--- config.mk ---
export PLATFORM = sky130hd
export DESIGN_NAME = nsm_miss_ctrl
export DESIGN_NICKNAME = d
export VERILOG_FILES = /design/src/rtl/nsm_pkg.sv /design/src/rtl/nsm_lines.sv /design/src/rtl/nsm_ctrl.sv /design/src/rtl/nsm_miss_ctrl.sv
export SDC_FILE = /design/constraint.sdc
export NUM_CORES = 1
export LEC_CHECK = 0
export BUFFER_PORTS_ARGS = -buffer_cell sky130_fd_sc_hd__clkbuf_2
export CORE_UTILIZATION = 59
export CTS_CLUSTER_DIAMETER = 30
export DETAILED_ROUTE_END_ITERATION = 12
export PLACE_DENSITY_LB_ADDON = 0.05
export SYNTH_ARGS = -nofsm -noshare
export SYNTH_HDL_FRONTEND = slang
export SYNTH_SLANG_ARGS = --single-unit
--- constraint.sdc ---
create_clock -name clk -period 2.9 [get_ports clk]
set_clock_uncertainty 0.2 [all_clocks]
set_input_delay 0.29 -clock clk [delete_from_list [all_inputs] [get_ports clk]]
set_output_delay 0.29 -clock clk [all_outputs]
set_load 0.03 [all_outputs]
--- src/rtl/nsm_pkg.sv ---
package nsm_pkg;
  typedef enum logic [3:0] {
    ST_IDLE, ST_SELECT, ST_WB, ST_FETCH, ST_WAITR,
    ST_EVICT, ST_REKEY, ST_SETTLE, ST_STROBE
  } nsm_state_e;

  localparam logic [1:0] RPL_DATA    = 2'd0;
  localparam logic [1:0] RPL_KEPT    = 2'd1;
  localparam logic [1:0] RPL_DELETED = 2'd2;
  localparam logic [1:0] RPL_FAULT   = 2'd3;
endpackage

--- src/rtl/nsm_lines.sv ---
module nsm_lines #(
  parameter int N  = 8,
  parameter int AW = 16,
  parameter int DW = 32
) (
  input  logic          clk,
  input  logic          rst_n,
  input  logic [AW-1:0] key_i,
  output logic [N-1:0]  match_o,
  input  logic [N-1:0]  sel_i,
  output logic [AW-1:0] sel_key_o,
  output logic [DW-1:0] sel_val_o,
  output logic          sel_mod_o,
  input  logic          inst_en_i,
  input  logic [AW-1:0] inst_key_i,
  input  logic [DW-1:0] inst_val_i,
  input  logic          upd_en_i,
  input  logic [DW-1:0] upd_val_i,
  input  logic          clr_mod_en_i,
  input  logic          drop_en_i
);
  logic [AW-1:0] key_q [N];
  logic [DW-1:0] val_q [N];
  logic [N-1:0]  valid_q;
  logic [N-1:0]  mod_q;

  for (genvar i = 0; i < N; i++) begin : g_line
    assign match_o[i] = valid_q[i] && (key_q[i] == key_i);

    always_ff @(posedge clk or negedge rst_n) begin
      if (!rst_n) begin
        key_q[i]   <= '0;
        val_q[i]   <= '0;
        valid_q[i] <= 1'b0;
        mod_q[i]   <= 1'b0;
      end else if (sel_i[i]) begin
        if (inst_en_i) begin
          key_q[i]   <= inst_key_i;
          val_q[i]   <= inst_val_i;
          valid_q[i] <= 1'b1;
          mod_q[i]   <= 1'b0;
        end else if (drop_en_i) begin
          valid_q[i] <= 1'b0;
          mod_q[i]   <= 1'b0;
        end else if (upd_en_i) begin
          val_q[i] <= upd_val_i;
          mod_q[i] <= 1'b1;
        end else if (clr_mod_en_i) begin
          mod_q[i] <= 1'b0;
        end
      end
    end
  end

  always_comb begin
    sel_key_o = '0;
    sel_val_o = '0;
    sel_mod_o = 1'b0;
    for (int i = 0; i < N; i++) begin
      if (sel_i[i]) begin
        sel_key_o = sel_key_o | key_q[i];
        sel_val_o = sel_val_o | val_q[i];
        sel_mod_o = sel_mod_o | mod_q[i];
      end
    end
  end


  install_chk: assert property (@(posedge clk) disable iff (!rst_n)
    inst_en_i |=> ((valid_q & $past(sel_i)) == $past(sel_i)) && ((mod_q & $past(sel_i)) == '0));


  drop_chk: assert property (@(posedge clk) disable iff (!rst_n)
    (drop_en_i && !inst_en_i) |=> ((valid_q & $past(sel_i)) == '0));
endmodule

--- src/rtl/nsm_ctrl.sv ---
module nsm_ctrl
  import nsm_pkg::*;
#(
  parameter int N  = 8,
  parameter int AW = 16
) (
  input  logic          clk,
  input  logic          rst_n,
  input  logic          miss_i,
  input  logic [AW-1:0] miss_addr_i,
  input  logic          evict_i,
  input  logic          store_wr_i,
  input  logic [AW-1:0] look_addr_i,
  input  logic [AW-1:0] older_addr_i,
  input  logic [AW-1:0] younger_addr_i,
  input  logic [N-1:0]  pend_mask_i,
  input  logic [N-1:0]  match_i,
  input  logic          sel_mod_i,
  input  logic          mem_wr_ready_i,
  input  logic          fetch_ready_i,
  input  logic          reply_valid_i,
  input  logic [1:0]    reply_kind_i,
  output logic [AW-1:0] ireg_o,
  output logic [N-1:0]  line_sel_o,
  output logic          wait_o,
  output logic          wb_req_o,
  output logic          fetch_req_o,
  output logic          irq_o,
  output logic          inst_en_o,
  output logic          inst_zero_o,
  output logic          upd_en_o,
  output logic          clr_mod_en_o,
  output logic          drop_en_o
);
  function automatic logic [N-1:0] ring_step(input logic [N-1:0] v);
    return {v[N-2:0], v[N-1]};
  endfunction

  nsm_state_e    state_q, state_d;
  logic [N-1:0]  ptr_q, ptr_d;
  logic [N-1:0]  sel_q, sel_d;
  logic [AW-1:0] ireg_q, ireg_d;
  logic          irq_q, irq_d;

  logic sel_hit, sel_pend, take_miss, take_evict, reply_fill;

  assign sel_hit    = |sel_q;
  assign sel_pend   = |(sel_q & pend_mask_i);
  assign take_miss  = (state_q == ST_IDLE) && miss_i;
  assign take_evict = (state_q == ST_IDLE) && !miss_i && evict_i && sel_hit;
  assign reply_fill = (state_q == ST_WAITR) && reply_valid_i &&
                      ((reply_kind_i == RPL_DATA) || (reply_kind_i == RPL_DELETED));

  always_comb begin
    state_d      = state_q;
    ptr_d        = ptr_q;
    sel_d        = sel_q;
    ireg_d       = ireg_q;
    irq_d        = 1'b0;
    wb_req_o     = 1'b0;
    fetch_req_o  = 1'b0;
    inst_en_o    = 1'b0;
    inst_zero_o  = 1'b0;
    upd_en_o     = 1'b0;
    clr_mod_en_o = 1'b0;
    drop_en_o    = 1'b0;
    unique case (state_q)
      ST_IDLE: begin
        if (take_miss) begin
          ireg_d  = miss_addr_i;
          sel_d   = ptr_q;
          state_d = ST_SELECT;
        end else if (take_evict) begin
          state_d = ST_EVICT;
        end else begin
          upd_en_o = store_wr_i && sel_hit;
          ireg_d   = look_addr_i;
          sel_d    = match_i;
        end
      end
      ST_SELECT: begin
        if (sel_pend) begin
          sel_d = ring_step(sel_q);
          ptr_d = ring_step(sel_q);
        end else if (sel_mod_i) begin
          state_d = ST_WB;
        end else begin
          state_d = ST_FETCH;
        end
      end
      ST_WB: begin
        wb_req_o = 1'b1;
        if (mem_wr_ready_i) begin
          clr_mod_en_o = 1'b1;
          state_d      = ST_FETCH;
        end
      end
      ST_FETCH: begin
        fetch_req_o = 1'b1;
        if (fetch_ready_i) state_d = ST_WAITR;
      end
      ST_WAITR: begin
        if (reply_valid_i) begin
          if (reply_fill) begin
            inst_en_o   = 1'b1;
            inst_zero_o = (reply_kind_i == RPL_DELETED);
            ptr_d       = ring_step(sel_q);
          end
          irq_d   = (reply_kind_i == RPL_FAULT);
          state_d = ST_REKEY;
        end
      end
      ST_EVICT: begin
        wb_req_o = 1'b1;
        if (mem_wr_ready_i) begin
          drop_en_o = 1'b1;
          state_d   = ST_REKEY;
        end
      end
      ST_REKEY: begin
        ireg_d  = older_addr_i;
        state_d = ST_SETTLE;
      end
      ST_SETTLE: state_d = ST_STROBE;
      ST_STROBE: begin
        sel_d   = match_i;
        ireg_d  = younger_addr_i;
        state_d = ST_IDLE;
      end
      default: state_d = ST_IDLE;
    endcase
  end

  always_ff @(posedge clk or negedge rst_n) begin
    if (!rst_n) begin
      state_q <= ST_IDLE;
      ptr_q   <= N'(1);
      sel_q   <= '0;
      ireg_q  <= '0;
      irq_q   <= 1'b0;
    end else begin
      state_q <= state_d;
      ptr_q   <= ptr_d;
      sel_q   <= sel_d;
      ireg_q  <= ireg_d;
      irq_q   <= irq_d;
    end
  end

  assign ireg_o     = ireg_q;
  assign line_sel_o = sel_q;
  assign irq_o      = irq_q;
  assign wait_o     = (state_q != ST_IDLE) || take_miss || take_evict;


  ptr_onehot_chk: assert property (@(posedge clk) disable iff (!rst_n)
    $countones(ptr_q) == 1);


  select_ptr_chk: assert property (@(posedge clk) disable iff (!rst_n)
    (state_q == ST_SELECT) |-> (sel_q == ptr_q));


  fetch_clean_chk: assert property (@(posedge clk) disable iff (!rst_n)
    fetch_req_o |-> !sel_mod_i);


  irq_no_fill_chk: assert property (@(posedge clk) disable iff (!rst_n)
    irq_q |-> !$past(inst_en_o));
endmodule

--- src/rtl/nsm_miss_ctrl.sv ---
module nsm_miss_ctrl #(
  parameter int N  = 8,
  parameter int AW = 16,
  parameter int DW = 32
) (
  input  logic          clk,
  input  logic          rst_n,
  input  logic [AW-1:0] look_addr_i,
  input  logic          miss_i,
  input  logic [AW-1:0] miss_addr_i,
  input  logic          acc_evict_i,
  input  logic          store_wr_i,
  input  logic [DW-1:0] store_data_i,
  input  logic [AW-1:0] older_addr_i,
  input  logic [AW-1:0] younger_addr_i,
  input  logic [N-1:0]  pend_mask_i,
  output logic          hit_o,
  output logic [N-1:0]  sel_line_o,
  output logic [DW-1:0] rd_data_o,
  output logic          wait_o,
  output logic          mem_wr_valid_o,
  output logic [AW-1:0] mem_wr_addr_o,
  output logic [DW-1:0] mem_wr_data_o,
  input  logic          mem_wr_ready_i,
  output logic          fetch_valid_o,
  output logic [AW-1:0] fetch_addr_o,
  input  logic          fetch_ready_i,
  input  logic          reply_valid_i,
  input  logic [1:0]    reply_kind_i,
  input  logic [DW-1:0] reply_data_i,
  output logic          irq_o
);
  logic [AW-1:0] ireg;
  logic [N-1:0]  line_sel, match;
  logic [AW-1:0] sel_key;
  logic [DW-1:0] sel_val;
  logic          sel_mod;
  logic          inst_en, inst_zero, upd_en, clr_mod_en, drop_en;

  nsm_ctrl #(.N(N), .AW(AW)) u_ctrl (
    .clk, .rst_n,
    .miss_i, .miss_addr_i,
    .evict_i(acc_evict_i), .store_wr_i, .look_addr_i,
    .older_addr_i, .younger_addr_i, .pend_mask_i,
    .match_i(match), .sel_mod_i(sel_mod),
    .mem_wr_ready_i, .fetch_ready_i, .reply_valid_i, .reply_kind_i,
    .ireg_o(ireg), .line_sel_o(line_sel), .wait_o,
    .wb_req_o(mem_wr_valid_o), .fetch_req_o(fetch_valid_o), .irq_o,
    .inst_en_o(inst_en), .inst_zero_o(inst_zero), .upd_en_o(upd_en),
    .clr_mod_en_o(clr_mod_en), .drop_en_o(drop_en)
  );

  nsm_lines #(.N(N), .AW(AW), .DW(DW)) u_lines (
    .clk, .rst_n,
    .key_i(ireg), .match_o(match), .sel_i(line_sel),
    .sel_key_o(sel_key), .sel_val_o(sel_val), .sel_mod_o(sel_mod),
    .inst_en_i(inst_en), .inst_key_i(ireg),
    .inst_val_i(inst_zero ? '0 : reply_data_i),
    .upd_en_i(upd_en), .upd_val_i(store_data_i),
    .clr_mod_en_i(clr_mod_en), .drop_en_i(drop_en)
  );

  assign hit_o         = |line_sel;
  assign sel_line_o    = line_sel;
  assign rd_data_o     = sel_val;
  assign mem_wr_addr_o = sel_key;
  assign mem_wr_data_o = sel_val;
  assign fetch_addr_o  = ireg;


  wb_hold_chk: assert property (@(posedge clk) disable iff (!rst_n)
    (mem_wr_valid_o && !mem_wr_ready_i) |=>
      (mem_wr_valid_o && $stable(mem_wr_addr_o) && $stable(mem_wr_data_o)));


  wait_fetch_chk: assert property (@(posedge clk) disable iff (!rst_n)
    (fetch_valid_o || mem_wr_valid_o) |-> wait_o);
endmodule

=== Word-level counts from Yosys, hierarchy flattened ===
Index checks and enable logic that the tools add are counted.

* Input bits: 146
* Output and inout port bits: 109
* Register bits after elaboration: 437
* Word-level logic and storage cells: 223

* Reduce and logical (&&, ||, !) cells: 67
* Bitwise gates (word level): 22
* Eq/ne operators: 28
* Multiplexer cells: 69

{| class="wikitable"
|+ Operators with widths
! operator !! count
|-
| two-way mux 32 bit || 12
|-
| bitwise OR 32 bit || 7
|-
| two-way mux 16 bit || 10
|-
| equality test 16 bit || 8
|-
| bitwise OR 16 bit || 7
|-
| AND reduction 2 bit || 25
|-
| one-hot mux 16 bit (3 select lines) || 1
|-
| two-way mux 8 bit || 5
|-
| one-hot mux 4 bit (8 select lines) || 1
|-
| two-way mux 1 bit || 31
|-
| two-way mux 4 bit || 7
|-
| AND reduction 3 bit || 9
|-
| one-hot mux 8 bit (3 select lines) || 1
|-
| equality test 4 x 3 -> 1 bit (second input constant) || 4
|-
| one-hot mux 8 bit (2 select lines) || 1
|-
| OR reduction 8 bit || 2
|-
| logical AND 1 bit || 15
|-
| inequality test 2 bit (second input constant) || 6
|-
| AND 8 bit || 1
|-
| equality test 4 x 2 -> 1 bit (second input constant) || 2
|-
| nonzero test 4 bit || 2
|-
| bitwise OR 1 bit || 7
|-
| AND reduction 6 bit || 1
|-
| nonzero test 2 bit || 3
|-
| other kinds (13) || 18
|}

=== Longest topological paths before layout ===
* Word-level depth: 18
* Mapped depth: 10
* Gate-level depth less buffers: 5

=== Modules after synthesis ===
From an unflattened synthesis, not the netlist that was laid out.

* Cell total of the unflattened synthesis: 2015
* Area, all modules: 21585.7 um^2

{| class="wikitable"
|+ By module, submodules not included
! module !! cells each !! instances !! sequential area each (um^2) !! area an instance (um^2)
|-
| nsm_lines || 1681 || 1 || 10009.6 || 18550.3
|-
| nsm_ctrl || 264 || 1 || 927.1 || 2556.2
|-
| nsm_miss_ctrl || 70 || 1 || 0.0 || 479.2
|}

=== Worst setup path after synthesis ===
No wires, ideal clock.

* Kind: reg-to-reg
* Start: register u_ctrl.sel_q[0] (netlist: u_ctrl.line_sel_o[0])
* End: register u_ctrl.ireg_q[10] (netlist: u_ctrl.ireg_o[10])
* Buffers on the path: 2
* Setup slack: -0.006 ns
* Data required time: 2.575 ns
* Setup time: 0.125 ns
* Period minus slack after synthesis: 2.906 ns
* Arrival: 2.581 ns
* Stages on the path, launching flop included: 8
* Cell sequence: dfrtp_1 or4_1 or2_1 and4_4 or3b_1 buf_6 buf_6 mux2_2

* Word-level cells in the longest chain between the ends: 4

{| class="wikitable"
|+ RTL lines
! item !! RTL line !! source
|-
| start, declared || nsm_ctrl.sv:41 || <nowiki>logic [N-1:0] sel_q, sel_d;</nowiki>
|-
| start signal, assigned || nsm_ctrl.sv:144 || <nowiki>sel_q <= sel_d;</nowiki>
|-
| OR reduction 8 bit || n/a ||
|-
| named net hit_o || nsm_miss_ctrl.sv:17 || <nowiki>output logic hit_o,</nowiki>
|-
| logical AND 1 bit || nsm_ctrl.sv:50 || <nowiki>assign take_evict = (state_q == ST_IDLE) && !miss_i && evict_i && sel_hit;</nowiki>
|-
| inequality test 3 x 2 -> 1 bit (no line) || n/a ||
|-
| AND reduction 2 bit (no line) || n/a ||
|-
| end signal, assigned || nsm_ctrl.sv:145 || <nowiki>ireg_q <= ireg_d;</nowiki>
|-
| end, declared || nsm_ctrl.sv:42 || <nowiki>logic [AW-1:0] ireg_q, ireg_d;</nowiki>
|}

The timed path passes the listed nets, and every way through them passes these cells.
A chain may end at the register's enable or synchronous reset.

=== Final worst setup path ===
* Start: register u_ctrl.state_q[2]
* End: register u_ctrl.ireg_q[11] (netlist: u_ctrl.ireg_o[11])

* Word-level cells in the longest chain between the ends: 6
* Elaborated cells between the ends (all ways): 12
* Those cells by class: eq/ne (3); mux (2); reduce/logical (7)

{| class="wikitable"
|+ RTL lines
! item !! RTL line !! source
|-
| start, declared || nsm_ctrl.sv:39 || <nowiki>nsm_state_e state_q, state_d;</nowiki>
|-
| start signal, assigned || nsm_ctrl.sv:142 || <nowiki>state_q <= state_d;</nowiki>
|-
| zero test 4 bit || nsm_ctrl.sv:49, nsm_ctrl.sv:50, nsm_ctrl.sv:67 ||
|-
| logical AND 1 bit (3 in a row) || nsm_ctrl.sv:50 ||
|-
| inequality test 3 x 2 -> 1 bit (no line) || n/a ||
|-
| AND reduction 2 bit (no line) || n/a ||
|}

Parallel ways exist; a longest one is shown, timed or not.

==> qor.txt <==
Status - complete, but fails checks
Failing checks - negative hold slack
Worst Setup End Kind - flip-flop
Die footprint - 0.03619 mm^2
Synth warn - 0
Detailed placer's ending HPWL - 35.66 mm
Final Hold Vio Count - 3
Maximum vdd drop - 0.0008245 V
M3 GR Usage - 0.07343
Count leader, synth - dfrtp_1
GRT Overall Usage - 0.3659
Setup TNS - 0 ns
GR peak layer - met2
Fmax - 347.6 MHz
Vias post-DR - 17.61k
Mapped Cells - 1977
CP arrival - 3.15 ns
Critical Path Fanout Max - 16
Chip width - 190.2 um
# diodes - 0
Footprint of the multi-input gates - 0.009173 mm^2
Vias in the first global route - 18.18k
Number of port buffers - 254
Total global routing overflow - 0
Period utilization - 0.9921
Ratio of cells with drive above 1 in the final layout - 0.3163
Clock Pin Slew Worst Setup and Hold Paths - 0.05 ns
Synth area leader - dfrtp_1
Avg Cell Area, Syn - 10.57 um^2
GR Layer Usage met2 - 0.6159
Top cells by area, synth - dfrtp_1 52%, mux2_2 8.6%, a22oi_1 7.7%
Max-slew headroom - 0.4971
NumNets Final - 2474
1st-iter DRT viols - 1234
Startpoint Class - flip-flop
Leakage - 12.70 nW
Initial core utilization - 0.6022
Critical Path Start - u_ctrl.state_q[2]
Clk buf depth - 3
Root buf cell - clkbuf_16
CTS sink cnt - 437
Final wirelength - 65.52 mm
Required time worst endpoint - 3.18 ns
Placed cell area - 0.02282 mm^2
Antenna viol nets, final - 0
Max Cap Viol - 0
CTS tree - built
Via density - 6.170
Initial antenna violation count - 1
Post-synth EDFFs - 0
Synth Cell Area - 0.02091 mm^2
Clock Latency Late Sink - 0.60 ns
Met1 Use GR - 0.4500
Die height - 190.2 um
Worst hold path type - primary input to flip-flop
Rows - 68
CP peak stage delay - 0.60 ns
Synth cell types - 52
Final Wtd Congestion - 0.8987
Largest net degree at the start of global routing - 69
Yosys top cell area share - 0.5219
Worst-margin pin slew - 0.7544 ns
Worst path slowest cell - dlygate4sd3_1
Setup violators final - 0
R2R Path Start - u_ctrl.state_q[2]
Post-synth net total - 2123
Ports - 255
Slew Limit Fails - 0
CTS buffer count - 89
Register area - 0.01095 mm^2
Placeable Area - 0.03471 mm^2
Sequential share of the synthesized area - 0.5232
First-pass GRT wire length - 101.1 mm
Ys async rst share - 1.000
# fillers - 2215
Unrepaired setup endpoints after global routing - yes
Period minus WS final - 2.877 ns
Ys flop type - dfrtp_1
H-tree depth - 3
Min Hold Slack - -0.04176 ns
Post-Layout Inst Area - 0.02731 mm^2
Residual DRC - 0
Critical path class - flip-flop to flip-flop
Power per Cell Area - 1142 mW/mm^2
Commonest cells post-synth - 436 x dfrtp_1, 304 x nand2_1, 276 x o21ai_0
Initial DRT Pass Iterations - 5
Critical path cell sequence - buf_6 -> or2_4 -> nor4b_4 -> buf_4 -> clkbuf_16 -> mux2i_1 -> dlygate4sd3_1 -> o21ai_0 -> mux2_2
Synth Register Bits - 437
Syn-to-layout area delta - 30.64%
Avg WL per Cell - 22.95 um
Worst hold start - miss_addr_i[10]
-- stage by stage --
step           instances  setup slack (ns)  power (mW)  utilization  hold slack, ns
6_report            2855           0.02281       31.19       0.7867        -0.04176
5_1_grt             2855          -0.07954       32.63       0.7867        0.007280
4_1_cts             2844          0.005247       30.94       0.7821       0.0004597
3_5_place_dp        2573            0.1318       19.75       0.6574          0.1112
3_3_place_gp        2573            0.1558       19.40       0.6574          0.1184
2_1_floorplan       1977           0.08114       16.78            -         -0.2056
-- worst max-delay path, delay by kind of cell (launching register included) --
family,cells,cell delay (ns)
mux,2,0.46
simple gates,2,0.49
compound gates,1,0.10
flops,1,0.38
buf+inv,4,1.13
-- worst paths after layout --
kind | to | slack (ns) | cells past startpoint
max in group asynchronous | u_lines.val_q[56] | 1.45 | 3
worst min-delay path | u_ctrl.ireg_o[10] | -0.04 | 4
min in group asynchronous | u_ctrl.ireg_o[2] | 0.07 | 2
worst max-delay path | u_ctrl.ireg_o[11] | 0.02 | 9
worst min register to register | u_lines.valid_q[6] | 0.27 | 2
worst max register to register | u_ctrl.ireg_o[11] | 0.02 | 9
-- cell families (layout without fill, tap and decap cells) --
logic type | count (synthesis) | after routing | share of synthesized area
compound gates | 573 | 573 | 0.1748
simple gates | 461 | 461 | 0.1105
flops | 437 | 437 | 0.5232
buf+inv | 203 | 626 | 0.04465
mux | 175 | 175 | 0.09331
xor+xnor | 128 | 128 | 0.05363
-- report_power, final --
part           leakage [nW]  total (mW)  internal, mW  switching (mW)
logic                  5.32        9.76          3.75            6.01
registers              5.83        10.6          8.59            2.01
clock network          1.56        10.8          7.50            3.33
-- registers in the layout, indices dropped and copies added (netlist names) --
| name | cells |
|---|---|
| u_lines.valid_q | 8 |
| u_lines.val_q | 256 |
| u_lines.key_q | 128 |
| u_ctrl.ireg_o | 16 |
| u_ctrl.state_q | 4 |
| u_ctrl.ptr_q | 8 |
| u_ctrl.irq_o | 1 |
| u_lines.mod_q | 8 |
| u_ctrl.line_sel_o | 8 |
-- cells in the final DEF (no fill, tap or decap), types with 13 or more instances in the layout --
cell and n:
dfrtp_1 428, nand2_1 304, o21ai_0 276, clkbuf_2 253, a22oi_1 215, mux2_2 159
dlygate4sd3_1 104, clkbuf_16 95, xor2_1 81, buf_4 69, nand4_1 58, xnor2_1 47
nor3b_2 31, a21oi_2 31, buf_12 18, nor4_1 16, bufinv_16 15, mux2i_1 14
clkbuf_8 14, a22o_1 13, clkinv_2 13
-- layout make-up --
| cell class | count | share of cell area |
|---|---|---|
| Clock buffer | 115 | 0.09337 |
| Clock inverter | 48 | 0.02479 |
| Inverter | 5 | 0.0006872 |
| Multi-Input combinational cell | 1337 | 0.3359 |
| Sequential cell | 437 | 0.4008 |
| Tap cell | 455 | 0.02085 |
| Timing Repair Buffer | 458 | 0.1236 |
-- layer usage --
metal	vias up	wire length, um
li1	7803	-
met1	8777	25140
met2	816	32480
met3	216	4668
met4	2	3222
met5	-	11
-- timing repair --
item,in CTS,in global routing
setup buffers,0,12
gates cloned,0,2
setup endpoints to repair,37,47
resized for setup,6,12
hold endpoints to repair,634,1
hold buffers,108,1
pin swaps,0,1
(Power assumes the default switching activity.)
